<file path="src/rtl/swc_pkg.sv">
`timescale 1ns/1ps
package swc_pkg;
  typedef enum logic [1:0] {
    ST_AWAKE       = 2'd0,
    ST_ASLEEP      = 2'd1,
    ST_OSC_STARTUP = 2'd2,
    ST_RESUME      = 2'd3
  } swc_state_e;

  typedef enum logic {
    OSC_RC   = 1'b0,
    OSC_XTAL = 1'b1
  } swc_osc_e;
endpackage

</file>
<file path="src/rtl/swc_startup_cnt.sv">
`timescale 1ns/1ps
module swc_startup_cnt #(
  parameter int CYCLES = 1024
) (
  input  logic clk,
  input  logic rst,
  input  logic run_i,
  output logic done_o
);
  localparam int CNT_W = (CYCLES > 1) ? $clog2(CYCLES) : 1;
  localparam logic [CNT_W-1:0] LAST = CNT_W'(CYCLES - 1);

  logic [CNT_W-1:0] cnt_q;

  always_ff @(posedge clk) begin
    if (rst || !run_i) begin
      cnt_q <= '0;
    end else if (cnt_q != LAST) begin
      cnt_q <= cnt_q + CNT_W'(1);
    end
  end

  assign done_o = run_i && (cnt_q == LAST);

  AST_CNT_BOUND: assert property (@(posedge clk) disable iff (rst)
    cnt_q <= LAST);
  AST_CNT_IDLE_ZERO: assert property (@(posedge clk) disable iff (rst)
    !run_i |=> (cnt_q == '0));
endmodule

</file>
<file path="src/rtl/swc_status.sv">
`timescale 1ns/1ps
module swc_status (
  input  logic clk,
  input  logic rst,
  input  logic sleep_take_i,
  input  logic wdt_set_i,
  input  logic tmo_clr_i,
  output logic pwrdn_flag_o,
  output logic tmo_flag_o
);
  always_ff @(posedge clk) begin
    if (rst) begin
      pwrdn_flag_o <= 1'b1;
      tmo_flag_o   <= 1'b1;
    end else if (tmo_clr_i) begin
      tmo_flag_o   <= 1'b0;
    end else if (sleep_take_i) begin
      pwrdn_flag_o <= 1'b0;
      tmo_flag_o   <= 1'b1;
    end else if (wdt_set_i) begin
      pwrdn_flag_o <= 1'b1;
      tmo_flag_o   <= 1'b1;
    end
  end

  AST_SLEEP_STATUS: assert property (@(posedge clk) disable iff (rst)
    sleep_take_i && !tmo_clr_i |=> !pwrdn_flag_o && tmo_flag_o);
  AST_WDT_SET_STATUS: assert property (@(posedge clk) disable iff (rst)
    wdt_set_i && !sleep_take_i && !tmo_clr_i |=> pwrdn_flag_o && tmo_flag_o);
  AST_TMO_CLEAR: assert property (@(posedge clk) disable iff (rst)
    tmo_clr_i |=> !tmo_flag_o);
  AST_FLAGS_HOLD: assert property (@(posedge clk) disable iff (rst)
    !tmo_clr_i && !sleep_take_i && !wdt_set_i |=> $stable(pwrdn_flag_o) && $stable(tmo_flag_o));
endmodule

</file>
<file path="src/rtl/sleep_wake_ctrl.sv">
`timescale 1ns/1ps
module sleep_wake_ctrl
  import swc_pkg::*;
#(
  parameter int N_IRQ       = 3,
  parameter int STARTUP_CYC = 1024
) (
  input  logic             clk,
  input  logic             rst,
  input  logic             sleep_i,
  input  logic             wdt_clr_i,
  input  logic             ext_rst_n_i,
  input  logic             wdt_timeout_i,
  input  logic [N_IRQ-1:0] irq_flag_i,
  input  logic [N_IRQ-1:0] irq_en_i,
  input  logic             irq_global_en_i,
  input  logic             osc_mode_i,
  output logic             osc_en_o,
  output logic             core_clk_en_o,
  output logic             pwrdn_flag_o,
  output logic             tmo_flag_o,
  output logic             wdt_clr_o,
  output logic             core_rst_o,
  output logic             resume_o,
  output logic             resume_vec_o
);
  swc_state_e state_q;

  logic irq_pend;
  logic ext_rst_act;
  logic awake_free;
  logic sleep_take;
  logic wdt_set;
  logic tmo_clr;
  logic wake_now;
  logic cnt_run;
  logic cnt_done;

  // Pending check is sampled in the same cycle as the sleep strobe.
  assign irq_pend    = |(irq_flag_i & irq_en_i);
  assign ext_rst_act = !ext_rst_n_i;
  assign awake_free  = (state_q == ST_AWAKE) && !ext_rst_act && !wdt_timeout_i;
  assign sleep_take  = awake_free && sleep_i && !irq_pend;
  assign wdt_set     = awake_free && !sleep_take && wdt_clr_i;
  assign tmo_clr     = !ext_rst_act && wdt_timeout_i &&
                       ((state_q == ST_AWAKE) || (state_q == ST_ASLEEP));
  assign wake_now    = (state_q == ST_ASLEEP) && !ext_rst_act &&
                       (irq_pend || wdt_timeout_i);
  assign cnt_run     = (state_q == ST_OSC_STARTUP) && !ext_rst_act;

  swc_status u_status (
    .clk          (clk),
    .rst          (rst),
    .sleep_take_i (sleep_take),
    .wdt_set_i    (wdt_set),
    .tmo_clr_i    (tmo_clr),
    .pwrdn_flag_o (pwrdn_flag_o),
    .tmo_flag_o   (tmo_flag_o)
  );

  swc_startup_cnt #(.CYCLES(STARTUP_CYC)) u_startup (
    .clk    (clk),
    .rst    (rst),
    .run_i  (cnt_run),
    .done_o (cnt_done)
  );

  always_ff @(posedge clk) begin
    if (rst) begin
      state_q       <= ST_AWAKE;
      osc_en_o      <= 1'b1;
      core_clk_en_o <= 1'b1;
      wdt_clr_o     <= 1'b0;
      core_rst_o    <= 1'b0;
      resume_o      <= 1'b0;
      resume_vec_o  <= 1'b0;
    end else begin
      wdt_clr_o  <= 1'b0;
      resume_o   <= 1'b0;
      core_rst_o <= ext_rst_act;
      if (ext_rst_act) begin
        state_q       <= ST_AWAKE;
        osc_en_o      <= 1'b1;
        core_clk_en_o <= 1'b1;
      end else begin
        unique case (state_q)
          ST_AWAKE: begin
            if (wdt_timeout_i) begin
              core_rst_o <= 1'b1;
            end else if (sleep_take) begin
              state_q       <= ST_ASLEEP;
              osc_en_o      <= 1'b0;
              core_clk_en_o <= 1'b0;
              wdt_clr_o     <= 1'b1;
            end else if (wdt_set) begin
              wdt_clr_o <= 1'b1;
            end
          end
          ST_ASLEEP: begin
            if (wake_now) begin
              osc_en_o     <= 1'b1;
              resume_vec_o <= irq_global_en_i && irq_pend;
              state_q      <= (swc_osc_e'(osc_mode_i) == OSC_XTAL) ?
                              ST_OSC_STARTUP : ST_RESUME;
            end
          end
          ST_OSC_STARTUP: begin
            if (cnt_done) state_q <= ST_RESUME;
          end
          ST_RESUME: begin
            state_q       <= ST_AWAKE;
            core_clk_en_o <= 1'b1;
            resume_o      <= 1'b1;
          end
          default: state_q <= ST_AWAKE;
        endcase
      end
    end
  end

  AST_PENDING_NOP: assert property (@(posedge clk) disable iff (rst)
    (state_q == ST_AWAKE) && ext_rst_n_i && !wdt_timeout_i && !wdt_clr_i && sleep_i && irq_pend
    |=> $stable(pwrdn_flag_o) && $stable(tmo_flag_o) && !wdt_clr_o && core_clk_en_o);
  AST_ASLEEP_CLOCKS_OFF: assert property (@(posedge clk) disable iff (rst)
    (state_q == ST_ASLEEP) |-> !osc_en_o && !core_clk_en_o);
  AST_WDT_CLR_ONE_CYCLE: assert property (@(posedge clk) disable iff (rst)
    wdt_clr_o |=> !wdt_clr_o);
  AST_RESUME_ONE_CYCLE: assert property (@(posedge clk) disable iff (rst)
    resume_o |=> !resume_o);
  AST_RESUME_CLK_ON: assert property (@(posedge clk) disable iff (rst)
    $rose(resume_o) |-> $rose(core_clk_en_o));
  AST_EXT_RST_HOLD: assert property (@(posedge clk) disable iff (rst)
    !ext_rst_n_i |=> core_rst_o && osc_en_o && core_clk_en_o && !resume_o
                     && $stable(pwrdn_flag_o) && $stable(tmo_flag_o));
  AST_STARTUP_OSC_ON: assert property (@(posedge clk) disable iff (rst)
    (state_q == ST_OSC_STARTUP) |-> osc_en_o && !core_clk_en_o);
endmodule

</file>
<file path="config.mk">
export PLATFORM = sky130hd
export DESIGN_NAME = sleep_wake_ctrl
export DESIGN_NICKNAME = d
export VERILOG_FILES = /design/src/rtl/swc_pkg.sv /design/src/rtl/swc_startup_cnt.sv /design/src/rtl/swc_status.sv /design/src/rtl/sleep_wake_ctrl.sv
export SDC_FILE = /design/constraint.sdc
export NUM_CORES = 1
export LEC_CHECK = 0
export BUFFER_PORTS_ARGS = -buffer_cell sky130_fd_sc_hd__buf_2
export CORE_ASPECT_RATIO = 1.4
export CORE_MARGIN = 10
export CORE_UTILIZATION = 40
export DETAILED_ROUTE_END_ITERATION = 16
export GPL_ROUTABILITY_DRIVEN = 0
export PLACE_DENSITY = 0.7
export RECOVER_POWER = 100
export REMOVE_ABC_BUFFERS = 1
export SLEW_MARGIN = 30
export SYNTH_ARGS = -nofsm -noshare
export SYNTH_HDL_FRONTEND = slang
export SYNTH_SLANG_ARGS = --single-unit
</file>
<file path="constraint.sdc">
create_clock -name clk -period 4 [get_ports clk]
set_clock_uncertainty 0.1 [all_clocks]
set_input_delay 0.8 -clock clk [delete_from_list [all_inputs] [get_ports clk]]
set_output_delay 0.8 -clock clk [all_outputs]
set_load 0.005 [all_outputs]
</file>
==> flow_metrics.env, run 1 <==
export IMPL_first_pass_iters=4
export IMPL_globalRoute_totalOverflow=0
export IMPL_cp_start_kind="input pin"
export IMPL_drtAntennaViolNets=0
export IMPL_die_w_um=62.5
export IMPL_die_h_um=79.4
export IMPL_p_leak_nw=0.470
export IMPL_setup_viol=0
export IMPL_grt_pass1_vias=970
export IMPL_p_comb_frac=0.076
export IMPL_ctsHoldBuffers=0
export IMPL_drtIter0Drc=27
export IMPL_synth_top_area_cell="dfxtp_1"
export IMPL_clock_fmax_ghz=0.437
export IMPL_fin_nets=163
export IMPL_rsz0062_at_grt="no"
export IMPL_grt_usage=0.0966
export IMPL_io_buffers=21
export IMPL_end_kind="flop"
export IMPL_cts_tree="done"
export IMPL_layout_commonest_cell="dfxtp_1"
export IMPL_place_hpwl_mm=1.82
export IMPL_vdd_drop_max_mv=0.210
export IMPL_routed_via_density=5.37
export IMPL_fp_row_count=21
export IMPL_crit_arrival_ps=2420
export IMPL_yosys_warnings=0
export IMPL_hold_viol_final=0
export IMPL_seq_area_frac_synth=0.397
export IMPL_synthCells=118
export IMPL_synth_cell_types=32
export IMPL_yosysTopAreaCellShare=0.397
export IMPL_maxSlewHeadroom=0.456
export IMPL_crit_type="input pin to flop"
export IMPL_final_cell_mix="dfxtp_1, nand2_1, buf_2"
export IMPL_vias=945
export IMPL_status="completed"
export IMPL_min_path_type="flop to flop"
export IMPL_final_core_util=0.492
export IMPL_clk_path_buf_depth=2
export IMPL_post_cts_resized=0
export IMPL_final_cells=176
export IMPL_fin_ws_ps=1710
export IMPL_fin_crit_ps=2290
export IMPL_numCtsBuffers=3
export IMPL_core_area_um2=2420
export IMPL_io_pins=22
export IMPL_syn_area_per_cell_um2=8.56
export IMPL_syn_to_final_growth_pct=17.7
export IMPL_wl_mm=2.33
export IMPL_rrSetupSlack_ps=2060
export IMPL_synth_seq_cells=20
export IMPL_cp_required_ps=4130
export IMPL_pre_cts_ws_ps=1440
export IMPL_place_inst=172
export IMPL_grt_max_degree=13
export IMPL_powerDensity_nw_per_um2=333
export IMPL_cts_root_buffer="clkbuf_4"
export IMPL_p_clk_frac=0.410
export IMPL_drc_errors=0
export IMPL_holdWs_ps=387
export IMPL_final_layout_size_suffix_gt1_frac=0.148
export IMPL_grt_pass1_wl_mm=4.00
export IMPL_cts_max_level=1
export IMPL_p_int_mw=0.316
export IMPL_clk_pin_slew_ps=110
export IMPL_die_area_um2=4960
export IMPL_antenna_found_initial=0
export IMPL_swShare=0.201
export IMPL_tns_ps=0
export IMPL_wl_per_cell_um=13.3
export IMPL_synth_area_um2=1010
export IMPL_clk_latency_ps=300
export IMPL_critPathMaxFanout=7
export IMPL_initial_utilization=0.418
export IMPL_synthTopCellsByArea="dfxtp_1, ha_1, nand2_1, a21oi_1, nor2_1"
export IMPL_post_cts_buffers=0
export IMPL_diodes=0
export IMPL_maxCapViolations=0
export IMPL_cts_sinks=20
export IMPL_switching_power_mw=0.0794
export IMPL_p_seq_frac=0.515
export IMPL_slew_viol_final=0
export IMPL_timing_final_crit_share=0.572
export IMPL_tightest_slew_ps=817
==> logic make-up (layout without fill, tap and decap cells) <==
family          after synthesis  count (layout)  synth area share
compound gates               29              29             0.193
fa+ha+maj                     6               6            0.0743
simple gates                 46              46             0.229
flops                        20              20             0.397
xor+xnor                      5               5            0.0434
mux                           3               3            0.0297
buf+inv                       9              33            0.0335
==> synth_stat cells <==
cell type  number
a21oi_1        10
o21bai_1        1
a31o_2          2
dfxtp_1        20
nor2_1          9
nand3_1         2
ha_1            6
xnor2_1         2
a31oi_2         1
xor2_1          3
nand4_1         4
nor2b_1         3
a222oi_1        1
and2_1          1
inv_1           8
clkbuf_1        1
o22ai_1         1
o31ai_1         2
a31oi_1         3
mux2i_1         3
nand4b_1        1
or3_1           2
o221ai_1        1
o21ai_0         4
and3_1          3
and4_1          2
a211o_2         1
o41a_1          1
nor3_1          3
o211ai_1        1
or2_2           2
nand2_1        14
==> power by group through the flow <==
stage	registers, mW	clock network (mW)	logic, mW
6_report	0.204	0.162	0.0299
5_1_grt	0.204	0.175	0.0338
4_1_cts	0.204	0.167	0.0311
3_5_place_dp	0.208	0	0.0309
3_3_place_gp	0.208	0	0.0301
2_1_floorplan	0.208	0	0.0156
==> path summary, 6_finish.rpt <==
check / start / end / depth (start not counted)
hold reg to reg: u_status.tmo_flag_o / u_status.tmo_flag_o / 2
setup reg to reg: u_startup.cnt_q[0] / state_q[1] / 5
setup / recovery: irq_flag_i[0] / state_q[1] / 5
hold / removal: u_status.tmo_flag_o / u_status.tmo_flag_o / 2
==> area by class of cell <==
cell class	count	area, um^2
repair buffers	21	93.8
clock inverters	1	30.0
clock buffers	3	22.5
fillers	255	1230
inverters	8	30.0
multi-input cells	89	569
well taps	34	42.5
flip-flops and latches	20	400
==> state kept, by name, indices dropped and copies added, names as in the netlist <==
name,count
u_startup.cnt_q,10
resume_vec_o,1
wdt_clr_o,1
u_status.pwrdn_flag_o,1
resume_o,1
u_status.tmo_flag_o,1
osc_en_o,1
core_rst_o,1
core_clk_en_o,1
state_q,2
==> metal layers <==
metal / up-vias / track usage / part of all wire
met3: 4 / 0.0379 / 0.066
li1: 474 / - / -
met1: 435 / 0.0999 / 0.43
met2: 32 / 0.171 / 0.50
met4: 0 / 0.0404 / 0.012
met5: - / 0 / 0
==> critical path: stages <==
cell and delay, ps:
buf_2 100, a222oi_1 740, nand4_1 210, a31oi_1 330
mux2i_1 230
==> through the flow <==
stage	total power, mW	area, um^2
6_report	0.395	1190
4_1_cts	0.401	1210
3_5_place_dp	0.239	1150
5_1_grt	0.413	1190
2_1_floorplan	0.224	1010
3_3_place_gp	0.238	1150
(Power assumes the default switching activity.)
==> run 2, diff against run 1 <==
==> constraint.sdc (replaced) <==
create_clock -name clk -period 2.3 [get_ports clk]
set_clock_uncertainty 0.1 [all_clocks]
set_input_delay 0.46 -clock clk [delete_from_list [all_inputs] [get_ports clk]]
set_output_delay 0.46 -clock clk [all_outputs]
set_load 0.005 [all_outputs]
==> run 2 against run 1 <==
Net effect:
- flip-flop and latch count is the same
- register-to-register slack got worse by 1700 ps
- total power increased by 43%
- clock power hardly changed
- first-iteration DRC count increased by 81%
- final cell count is 0.57% higher
==> flow_metrics.env, run 2 (synthesis gave the netlist of run 1 again) <==
export IMPL_min_path_type="input pin to flop"
export IMPL_wl_per_cell_um=13.0
export IMPL_powerDensity_nw_per_um2=486
export IMPL_end_kind="flop"
export IMPL_setup_viol=0
export IMPL_p_leak_nw=0.462
export IMPL_wl_mm=2.31
export IMPL_drtIter0Drc=49
export IMPL_maxCapViolations=0
export IMPL_crit_type="flop to flop"
export IMPL_grt_pass1_vias=973
export IMPL_crit_arrival_ps=2030
export IMPL_clk_pin_slew_ps=110
export IMPL_grt_usage=0.0916
export IMPL_ctsHoldBuffers=0
export IMPL_num_fill_cells=267
export IMPL_reg_largest_list="u_startup.cnt_q: 10 flops, state_q: 2 flops"
export IMPL_vdd_drop_max_mv=0.300
export IMPL_cts_tree="done"
export IMPL_drc_errors=0
export IMPL_critPathMaxFanout=7
export IMPL_first_pass_iters=4
export IMPL_vias=938
export IMPL_postPlaceCellArea_um2=1170
export IMPL_fp_row_count=21
export IMPL_tightest_slew_ps=398
export IMPL_final_area_um2=1170
export IMPL_clk_latency_ps=290
export IMPL_largest_reg_flops=10
export IMPL_io_buffers=21
export IMPL_cts_root_buffer="clkbuf_4"
export IMPL_multi_input_area_um2=569
export IMPL_clock_fmax_ghz=0.528
export IMPL_cp_start_kind="flop"
export IMPL_die_h_um=79.4
export IMPL_post_cts_resized=0
export IMPL_antenna_found_initial=0
export IMPL_core_area_um2=2420
export IMPL_cp_required_ps=2430
export IMPL_fin_crit_ps=1890
export IMPL_final_cell_mix="dfxtp_1, nand2_1, buf_2"
export IMPL_routed_via_density=5.30
export IMPL_slew_viol_final=0
export IMPL_maxSlewHeadroom=0.735
export IMPL_tns_ps=0
export IMPL_status="completed"
export IMPL_cts_sinks=20
export IMPL_grt_max_degree=11
export IMPL_hold_viol_final=0
export IMPL_drtAntennaViolNets=0
export IMPL_io_pins=22
export IMPL_clk_path_buf_depth=2
export IMPL_syn_to_final_growth_pct=15.6
export IMPL_diodes=0
export IMPL_fin_nets=165
export IMPL_ff_latch_area_um2=400
export IMPL_grt_pass1_wl_mm=3.89
export IMPL_initial_utilization=0.418
export IMPL_rsz0062_at_grt="no"
export IMPL_layout_commonest_cell="dfxtp_1"
export IMPL_cts_max_level=1
export IMPL_globalRoute_totalOverflow=0
export IMPL_place_hpwl_mm=1.85
export IMPL_die_w_um=62.5
export IMPL_post_cts_buffers=0
export IMPL_final_layout_size_suffix_gt1_frac=0.147
export IMPL_timing_final_crit_share=0.823
export IMPL_numCtsBuffers=3
export IMPL_die_area_um2=4960
export IMPL_regMostFlops="u_startup.cnt_q"
[run 2: changes by cell type in the layout (fill, tap and decap cells not counted)]
| cell | previous run | this run |
|---|---|---|
| and2_1 | 0 | 1 |
| clkbuf_1 | 9 | 10 |
| bufinv_16 | 1 | 0 |
| buf_2 | 12 | 13 |
| and2_0 | 1 | 0 |
[run 2: final timing paths]
check,from,slack (ps),to,cells after the start
hold reg to reg,u_status.tmo_flag_o,390,u_status.tmo_flag_o,2
setup / recovery,u_startup.cnt_q[0],410,state_q[0],5
hold / removal,rst,310,core_rst_o,2
setup reg to reg,u_startup.cnt_q[0],410,state_q[0],5
[run 2: critical path, stage by stage, from the launching register on]
cell	delay [ps]
dfxtp_1	400
ha_1	200
nand3_1	200
o41a_1	460
a31oi_1	270
mux2i_1	210
[run 2: power by group]
group | leakage, nW | switching [mW] | total (mW) | internal (mW)
Clock | 0.0138 | 0.0993 | 0.160 | 0.0608
Sequential | 0.162 | 0.00270 | 0.354 | 0.351
Combinational | 0.286 | 0.0298 | 0.0532 | 0.0234
[run 2: layer usage]
metal  routed length (um)  track usage  up-vias
li1                     -            -      475
met1                 1040       0.0916      438
met2                 1140        0.169       23
met3                  119       0.0323        2
met4                   10       0.0381        0
met5                    0            0        -
[run 2: layout make-up]
cell class,instances,share of cell area
repair buffers,23,0.0879
multi-input cells,89,0.488
clock buffers,3,0.0193
inverters,8,0.0257
well taps,34,0.0364
flip-flops and latches,20,0.343
[run 2: metrics by stage]
stage                     power [mW]  cells   util  setup slack, ps  hold WS, ps
after floorplan                0.389    117      -              403          353
after global placement         0.418    174  0.483              519          356
after detailed placement       0.419    174  0.483              473          361
after CTS                      0.579    177  0.493              455          298
after global routing           0.591    177  0.483              254          306
final                          0.567    177  0.483              406          306
